[src/rtl/smc_pkg.sv]
package smc_pkg;

    typedef enum logic [0:0] {
        SMC_WATCH    = 1'b0,
        SMC_REDIRECT = 1'b1
    } smc_state_e;

    // Byte-address bits below the word index in the coarse compare mode
    localparam int WORD_SHIFT = 2;

endpackage

[src/rtl/smc_stage_match.sv]
module smc_stage_match #(
    parameter int ADDR_W    = 16,
    parameter int MAX_LEN   = 3,
    parameter bit WORD_MODE = 1'b0,
    localparam int LEN_W    = $clog2(MAX_LEN + 1)
) (
    input  logic              valid,
    input  logic [ADDR_W-1:0] base,
    input  logic [LEN_W-1:0]  len,
    input  logic [ADDR_W-1:0] st_addr,
    output logic              hit
);
    import smc_pkg::*;

    localparam int WIDX_W = ADDR_W - WORD_SHIFT;

    generate
        if (WORD_MODE == 1'b0) begin : g_byte
            logic [MAX_LEN-1:0] slot_hit;
            for (genvar b = 0; b < MAX_LEN; b++) begin : g_slot
                assign slot_hit[b] = (LEN_W'(b) < len) &&
                                     ((base + ADDR_W'(b)) == st_addr);
            end
            assign hit = valid && (|slot_hit);
        end else begin : g_word
            logic [ADDR_W-1:0] last_byte;
            logic [WIDX_W-1:0] first_w, last_w, st_w;
            assign last_byte = base + ADDR_W'(len) - ADDR_W'(1);
            assign first_w   = base[ADDR_W-1:WORD_SHIFT];
            assign last_w    = last_byte[ADDR_W-1:WORD_SHIFT];
            assign st_w      = st_addr[ADDR_W-1:WORD_SHIFT];
            assign hit = valid && (len != '0) &&
                         ((st_w == first_w) || (st_w == last_w));
        end
    endgenerate

endmodule

[src/rtl/smc_oldest_pick.sv]
module smc_oldest_pick #(
    parameter int NUM_STAGES = 7,
    parameter int ADDR_W     = 16,
    localparam int IDX_W     = $clog2(NUM_STAGES)
) (
    input  logic [NUM_STAGES-1:0]        hits,
    input  logic [NUM_STAGES*ADDR_W-1:0] addr_flat,
    output logic                         any_hit,
    output logic [NUM_STAGES-1:0]        mask,
    output logic [ADDR_W-1:0]            pc
);
    logic [IDX_W-1:0] sel;

    // Highest index wins: scan upward so the last match stays
    always_comb begin
        sel     = '0;
        any_hit = 1'b0;
        for (int i = 0; i < NUM_STAGES; i++) begin
            if (hits[i]) begin
                sel     = IDX_W'(i);
                any_hit = 1'b1;
            end
        end
    end

    always_comb begin
        for (int j = 0; j < NUM_STAGES; j++) begin
            mask[j] = any_hit && (IDX_W'(j) <= sel);
        end
    end

    assign pc = addr_flat[sel*ADDR_W +: ADDR_W];

endmodule

[src/rtl/smc_hazard_detector.sv]
module smc_hazard_detector #(
    parameter int NUM_STAGES = 7,
    parameter int ADDR_W     = 16,
    parameter int MAX_LEN    = 3,
    parameter bit WORD_MODE  = 1'b0,
    localparam int LEN_W     = $clog2(MAX_LEN + 1)
) (
    input  logic                         clk,
    input  logic                         rst_n,
    input  logic [NUM_STAGES-1:0]        stg_valid,
    input  logic [NUM_STAGES*ADDR_W-1:0] stg_addr,
    input  logic [NUM_STAGES*LEN_W-1:0]  stg_len,
    input  logic                         st_we,
    input  logic [ADDR_W-1:0]            st_addr,
    output logic [NUM_STAGES-1:0]        flush_o,
    output logic                         redir_o,
    output logic [ADDR_W-1:0]            redir_pc_o
);
    import smc_pkg::*;

    logic [NUM_STAGES-1:0] stage_hit;
    logic                  any_hit;
    logic [NUM_STAGES-1:0] pick_mask;
    logic [ADDR_W-1:0]     pick_pc;

    smc_state_e            state_q, state_d;
    logic [NUM_STAGES-1:0] mask_q;
    logic [ADDR_W-1:0]     pc_q;
    logic                  take_hit;

    for (genvar s = 0; s < NUM_STAGES; s++) begin : g_stage
        smc_stage_match #(
            .ADDR_W   (ADDR_W),
            .MAX_LEN  (MAX_LEN),
            .WORD_MODE(WORD_MODE)
        ) u_match (
            .valid  (stg_valid[s]),
            .base   (stg_addr[s*ADDR_W +: ADDR_W]),
            .len    (stg_len[s*LEN_W +: LEN_W]),
            .st_addr(st_addr),
            .hit    (stage_hit[s])
        );
    end

    smc_oldest_pick #(
        .NUM_STAGES(NUM_STAGES),
        .ADDR_W    (ADDR_W)
    ) u_pick (
        .hits     (stage_hit),
        .addr_flat(stg_addr),
        .any_hit  (any_hit),
        .mask     (pick_mask),
        .pc       (pick_pc)
    );

    // Next state: hit / done / idle transitions
    always_comb begin
        state_d  = state_q;
        take_hit = 1'b0;
        unique case (state_q)
            SMC_WATCH: begin
                if (st_we && any_hit) begin
                    state_d  = SMC_REDIRECT;
                    take_hit = 1'b1;
                end
            end
            SMC_REDIRECT: state_d = SMC_WATCH;
            default:      state_d = SMC_WATCH;
        endcase
    end

    // State register and captured redirect target
    always_ff @(posedge clk) begin
        if (!rst_n) begin
            state_q <= SMC_WATCH;
            mask_q  <= '0;
            pc_q    <= '0;
        end else begin
            state_q <= state_d;
            if (take_hit) begin
                mask_q <= pick_mask;
                pc_q   <= pick_pc;
            end
        end
    end

    // Outputs decoded from the state
    always_comb begin
        flush_o    = '0;
        redir_o    = 1'b0;
        redir_pc_o = '0;
        unique case (state_q)
            SMC_WATCH: ;
            SMC_REDIRECT: begin
                flush_o    = mask_q;
                redir_o    = 1'b1;
                redir_pc_o = pc_q;
            end
            default: ;
        endcase
    end

endmodule

[config.mk]
export PLATFORM = sky130hd
export DESIGN_NAME = smc_hazard_detector
export DESIGN_NICKNAME = d
export VERILOG_FILES = /design/src/rtl/smc_pkg.sv /design/src/rtl/smc_stage_match.sv /design/src/rtl/smc_oldest_pick.sv /design/src/rtl/smc_hazard_detector.sv
export SDC_FILE = /design/constraint.sdc
export NUM_CORES = 1
export LEC_CHECK = 0
export ABC_CLOCK_PERIOD_IN_PS = 4900
export BUFFER_PORTS_ARGS = -buffer_cell sky130_fd_sc_hd__buf_2
export CAP_MARGIN = 20
export CORE_ASPECT_RATIO = 0.5
export CORE_MARGIN = 5
export CORE_UTILIZATION = 30
export DETAILED_ROUTE_END_ITERATION = 10
export RECOVER_POWER = 100
export SYNTH_ARGS = -nofsm -noshare
export SYNTH_HDL_FRONTEND = slang
export SYNTH_SLANG_ARGS = --single-unit
export TNS_END_PERCENT = 1
[constraint.sdc]
create_clock -name clk -period 4.9 [get_ports clk]
set_clock_uncertainty 0.05 [all_clocks]
set_input_delay 1.47 -clock clk [delete_from_list [all_inputs] [get_ports clk]]
set_output_delay 1.47 -clock clk [all_outputs]
set_load 0.01 [all_outputs]
# Yosys cells after proc, flatten, opt, wreduce, memory -nomap -nowiden
# Cells that the tools add are included.
[word_totals] ff_bits=24 word_cells=130 in_bits=152
[op_classes] bitwise_logic=1 eq_ne=21 magnitude_cmp=28 n_reduce_logical=43 n_addsub=14 muxes=19 n_shift=1
[ops] operator="== test 16 bit" n=21
[ops] operator="adder 16 x 1 -> 16 bit (second input constant)" n=7
[ops] operator="adder 16 x 2 -> 16 bit (second input constant)" n=7
[ops] operator="indexed part select 112 x 8 -> 16 bit" n=1
[ops] operator="logical AND 1 bit" n=36
[ops] operator="< comparator 1 x 2 -> 1 bit (first input constant)" n=14
[ops] operator="OR reduction 3 bit" n=7
[ops] operator="two-way mux 16 bit" n=1
[ops] operator="< comparator 2 bit (first input constant)" n=7
[ops] operator="two-way mux 1 bit" n=11
[ops] operator="less-or-equal comparator 3 bit (first input constant)" n=3
[ops] operator="two-way mux 3 bit" n=3
[ops] operator="two-way mux 7 bit" n=1
[ops] operator="less-or-equal comparator 1 x 3 -> 1 bit (first input constant)" n=2
[ops] operator="less-or-equal comparator 2 x 3 -> 1 bit (first input constant)" n=2
[ops] operator="two-way mux 2 bit" n=2
[ops] operator="case mux 1 bit (2 select lines)" n=1
[ops] operator="inverter 1 bit" n=1

# Logic depth before layout (Yosys ltp)
[logic_depth] ltp_word=15 ltp_mapped=16 mapped_depth_nobuf=12

# Cells and area by module
# A second synthesis with hierarchy kept.
[unflattened] cells_unflattened=1183 hier_area_um2=9126.3
[by_module_without_submodules] module="smc_stage_match" cells_per_inst=134 instances=7 area_each_um2=978.4 seq_area_each_um2=0.0
[by_module_without_submodules] module="smc_oldest_pick" cells_per_inst=117 instances=1 area_each_um2=1153.6 seq_area_each_um2=0.0
[by_module_without_submodules] module="smc_hazard_detector" cells_per_inst=128 instances=1 area_each_um2=1123.6 seq_area_each_um2=480.5

# Worst setup path before layout
# OpenSTA, ideal clock, no wires.
[synth_path] path_kind="input to register" from="input port stg_addr[33]" to="register pc_q[15]" path_stages=14 t_arrival_ns=4.407 slack_ns=0.325 setup_time_ns=0.118 required_time_ns=4.732 n_path_buf=2 cell_sequence="ha_1 buf_2 nand2_1 or4_4 xnor2_2 o211ai_1 or4b_4 o311ai_4 o211ai_2 nand2_1 clkbuf_1 o211ai_1 o21ai_1 o21ai_2"
[synth_between] elab_chain_len=13 elab_cells_between_ends=24 cone_classes="2 x add/sub; 3 x eq/ne; 1 x shift; 12 x mux; 6 x reduce/logical"
[synth_lines] item="from (decl)" line_no="smc_hazard_detector.sv:11" rtl="input logic [NUM_STAGES*ADDR_W-1:0] stg_addr,"
[synth_lines] item="adder 16 x 1 -> 16 bit / adder 16 x 2 -> 16 bit (equally long branches)" line_no="smc_stage_match.sv:22" rtl="((base + ADDR_W'(b)) == st_addr);"
[synth_lines] item="== test 16 bit" line_no="smc_stage_match.sv:22"
[synth_lines] item="logical AND 1 bit" line_no="smc_stage_match.sv:21" rtl="assign slot_hit[b] = (LEN_W'(b) < len) &&"
[synth_lines] item="OR reduction 3 bit *" line_no="smc_stage_match.sv:24" rtl="assign hit = valid && (|slot_hit);"
[synth_lines] item="logical AND 1 bit *" line_no="smc_stage_match.sv:24"
[synth_lines] item="branches (longest 8 deep; another with indexed part select 112 x 8 -> 16 bit)"
[synth_lines] item="to (signal assigned)" line_no="smc_hazard_detector.sv:82" rtl="pc_q <= pick_pc;"
[synth_lines] item="to (decl)" line_no="smc_hazard_detector.sv:28" rtl="logic [ADDR_W-1:0] pc_q;"
# Every way passes the cells marked *.
# A chain may end at the register's enable or synchronous reset.

# Worst setup path after layout
[layout_path] from="input port stg_addr[33]" to="register pc_q[1]"
[layout_between] elab_chain_len=13 elab_cells_between_ends=24 cone_classes="2 x add/sub; 3 x eq/ne; 1 x shift; 12 x mux; 6 x reduce/logical"
[layout_lines] item="branches (longest 13 deep; another with adder 16 x 1 -> 16 bit)"
# Several ways; the timed one is not identified.

==> results.yml <==
run_status:
  outcome: "completed"
cts:
  numCtsBuffers: 3
  htreeDepth: 1
  clk_path_buf_depth: 2
  cts_root_buf: "clkbuf_16"
  clkTransAtPathRegs_ps: 60
  insertion_delay_ps: 250
  cts_tree: "yes"
  cts_num_sinks: 24
cells_and_area:
  mostFrequentLayoutCells: "246 x buf_4, 168 x buf_2, 112 x xnor2_1"
  synthToLayoutAreaGrowth_pct: 30.68
  fin_nets: 1996
  drive_gt1_share_pct: 27.28
  fillers: 3566
  mostFrequentLayoutCell: "buf_4"
  final_cells: 2271
  fin_area_mm2: 0.01341
floorplan:
  die-area_mm2: 0.03822
  die_w_um: 271.5
  die_h_um: 140.8
  start_util_pct: 30.72
  core-area_mm2: 0.03340
  rows: 47
  io_pins: 176
drt:
  vias: 13660
  wl_per_cell_um: 21.65
  drt_iter0_drc: 1789
  routed_wl_um: 49160
  viasPerCell: 6.015
  drt_pass1_iterations: 6
  drc: 0
  postRouteAntennaNets: 0
logic_synthesis:
  yosysWarnings: 0
  async_flop_share_pct: 0
  avgSynthCellArea_um2: 6.772
  synth_top_area_share_pct: 9.646
  netlist_instances: 1515
  synthDistinctLibCells: 102
  yosys_register_bits: 24
  synth_edf_count: 0
  syn-num-nets: 1681
  netlist_top_cells_area: "xnor2_1 9.6%, xor2_1 7.3%, dfxtp_1 4.7%"
  seq_area_frac_synth_pct: 4.683
  synth_area_mm2: 0.01026
  ys.flop_type: "dfxtp_1"
  netlist.top_cell.by_area: "xnor2_1"
power:
  ir_drop_uv: 111.0
  power_uw: 1440
  p_per_area_mw_per_mm2: 107.4
  leakage_uw: 0.005055
worst_setup_path:
  worst-path-max-fanout: 10
  critPathRequiredTime_ps: 5000
  slowest_stage: "or4b_4"
  critical-path-max-stage-delay_ps: 520
  crit_chain: "buf_2, ha_1, nand2_1, buf_4, or3_1, a2bb2oi_1, nand4_1, or4b_4, o311ai_4, buf_4, o211a_2, nor3_4, buf_12, buf_12, o22ai_1, o2bb2a_2, o21ai_1"
  crit_arrival_ps: 4860
  cp-end-kind: "flip-flop"
  critPathLaunchType: "input port"
  critPathKind: "in -> reg"
hold_path:
  hold_class: "reg -> reg"
sta:
  rsz0062_at_grt: "false"
  slew_headroom_pct: 57.25
  final_hold_viol_count: 0
  min_period_ps: 4766
  fin_crit_sh_pct: 97.27
  fmax_ghz: 0.2098
  worst_pin_slew_ps: 640.4
  drv_slew: 0
  setup_viol: 0
  setup_tns_ps: 0
job:
  max_cap_viol_count: 0
placed_design:
  placedCellCount: 2263
  post_dp_cell_area_mm2: 0.01322
  io_buffers: 175
  routabilityCongestion: 1.060
  dp_hpwl_um: 40760
grt:
  antenna_found_initial: 3
  grt_usage_pct: 24.17
  grt-ovfl-total: 0
  grt_max_degree: 32
  grt_pass1_vias: 12720
  grt_first_pass_wirelength_um: 74580
-- registers in the layout, summed over array words and instances (netlist names) --
signal,count
mask_q,7
pc_q,16
state_q,1
-- routing by layer --
metal / routed length (µm) / vias up / GRT usage (%)
met4: 1484 / 2 / 6.617
met2: 22000 / 723 / 39.49
met5: 14 / - / 0
met3: 4228 / 111 / 3.362
met1: 21430 / 6420 / 33.55
li1: - / 6405 / -
-- area by class of cell --
type | instances | area (µm²) | area share (%)
well taps | 441 | 551.8 | 4.115
inverters | 41 | 153.9 | 1.148
clock buffers | 4 | 88.84 | 0.6626
multi-input cells | 1319 | 9041 | 67.43
diodes | 1 | 2.502 | 0.01866
repair buffers | 441 | 3089 | 23.04
flip-flops and latches | 24 | 480.5 | 3.583
-- power breakdown --
part | internal (µW) | total, µW | leakage (µW) | switching (µW)
registers | 195 | 195 | 0.000193 | 0.0237
logic | 436 | 1050 | 0.00482 | 617
clock network | 125 | 192 | 0.0000442 | 67.4
-- cells in the mapped netlist (16+ instances only) --
library cell / n
nor3_1: 52
xor2_1: 86
or3_1: 22
inv_1: 40
o21ai_0: 63
or4_1: 17
o2111ai_1: 22
buf_2: 62
and3_1: 18
and2_1: 39
o21ai_1: 30
nand2_1: 98
xnor2_1: 113
a31oi_1: 16
clkbuf_1: 43
nor4_1: 55
nor2_1: 77
mux2i_1: 16
a21oi_1: 53
o22ai_1: 29
nand3_1: 95
o211ai_1: 26
nand4_1: 62
dfxtp_1: 24
nand2b_1: 24
o21a_1: 24
-- path summary, 6_finish.rpt --
check | start | to | slack, ps | cells after the start
max | stg_addr[33] | pc_q[1]$_SDFFE_PN0P_ | 130 | 17
min | mask_q[0]$_SDFFE_PN0P_ | mask_q[0]$_SDFFE_PN0P_ | 420 | 2
max reg2reg | state_q$_SDFF_PN0_ | pc_q[10]$_SDFFE_PN0P_ | 2860 | 8
min reg2reg | mask_q[0]$_SDFFE_PN0P_ | mask_q[0]$_SDFFE_PN0P_ | 420 | 2
-- critical path, delay by kind of cell --
family,cells,cell delay (ps)
AND/OR/NAND/NOR,5,1250
AO/OA/AOI/OAI,6,1230
buffers and inverters,5,740
adder cells (fa/ha/maj),1,160
-- kinds of logic (layout without fill, tap and decap cells) --
logic type / Yosys count / count (layout) / synth area share [%]
and+or+nand+nor: 678 / 678 / 38.28
AOI/OAI and AO/OA: 410 / 410 / 28.48
xor gates and xnor gates: 201 / 201 / 17.30
buffers and inverters: 172 / 486 / 7.988
DFF: 24 / 24 / 4.683
muxes: 16 / 16 / 1.561
adders and majority gates: 14 / 14 / 1.707
other: 0 / 1 / 0
-- per-stage QoR --
stage               hold slack [ps]  utilization (%)  setup WS, ps
floorplan                     381.7                -         325.1
global placement              397.1            39.58        -153.8
detailed placement            407.6            39.58        -182.8
CTS                           421.1            39.85         59.57
global route                  443.0            40.14         9.222
finish                        421.4            40.14         133.9
-- repair_timing --
item	in CTS	in global routing
setup endpoints to repair	0	17
hold buffers	0	0
setup buffers	0	3
gates resized for setup	0	15
Note: power is estimated with default switching activity, not from simulation.
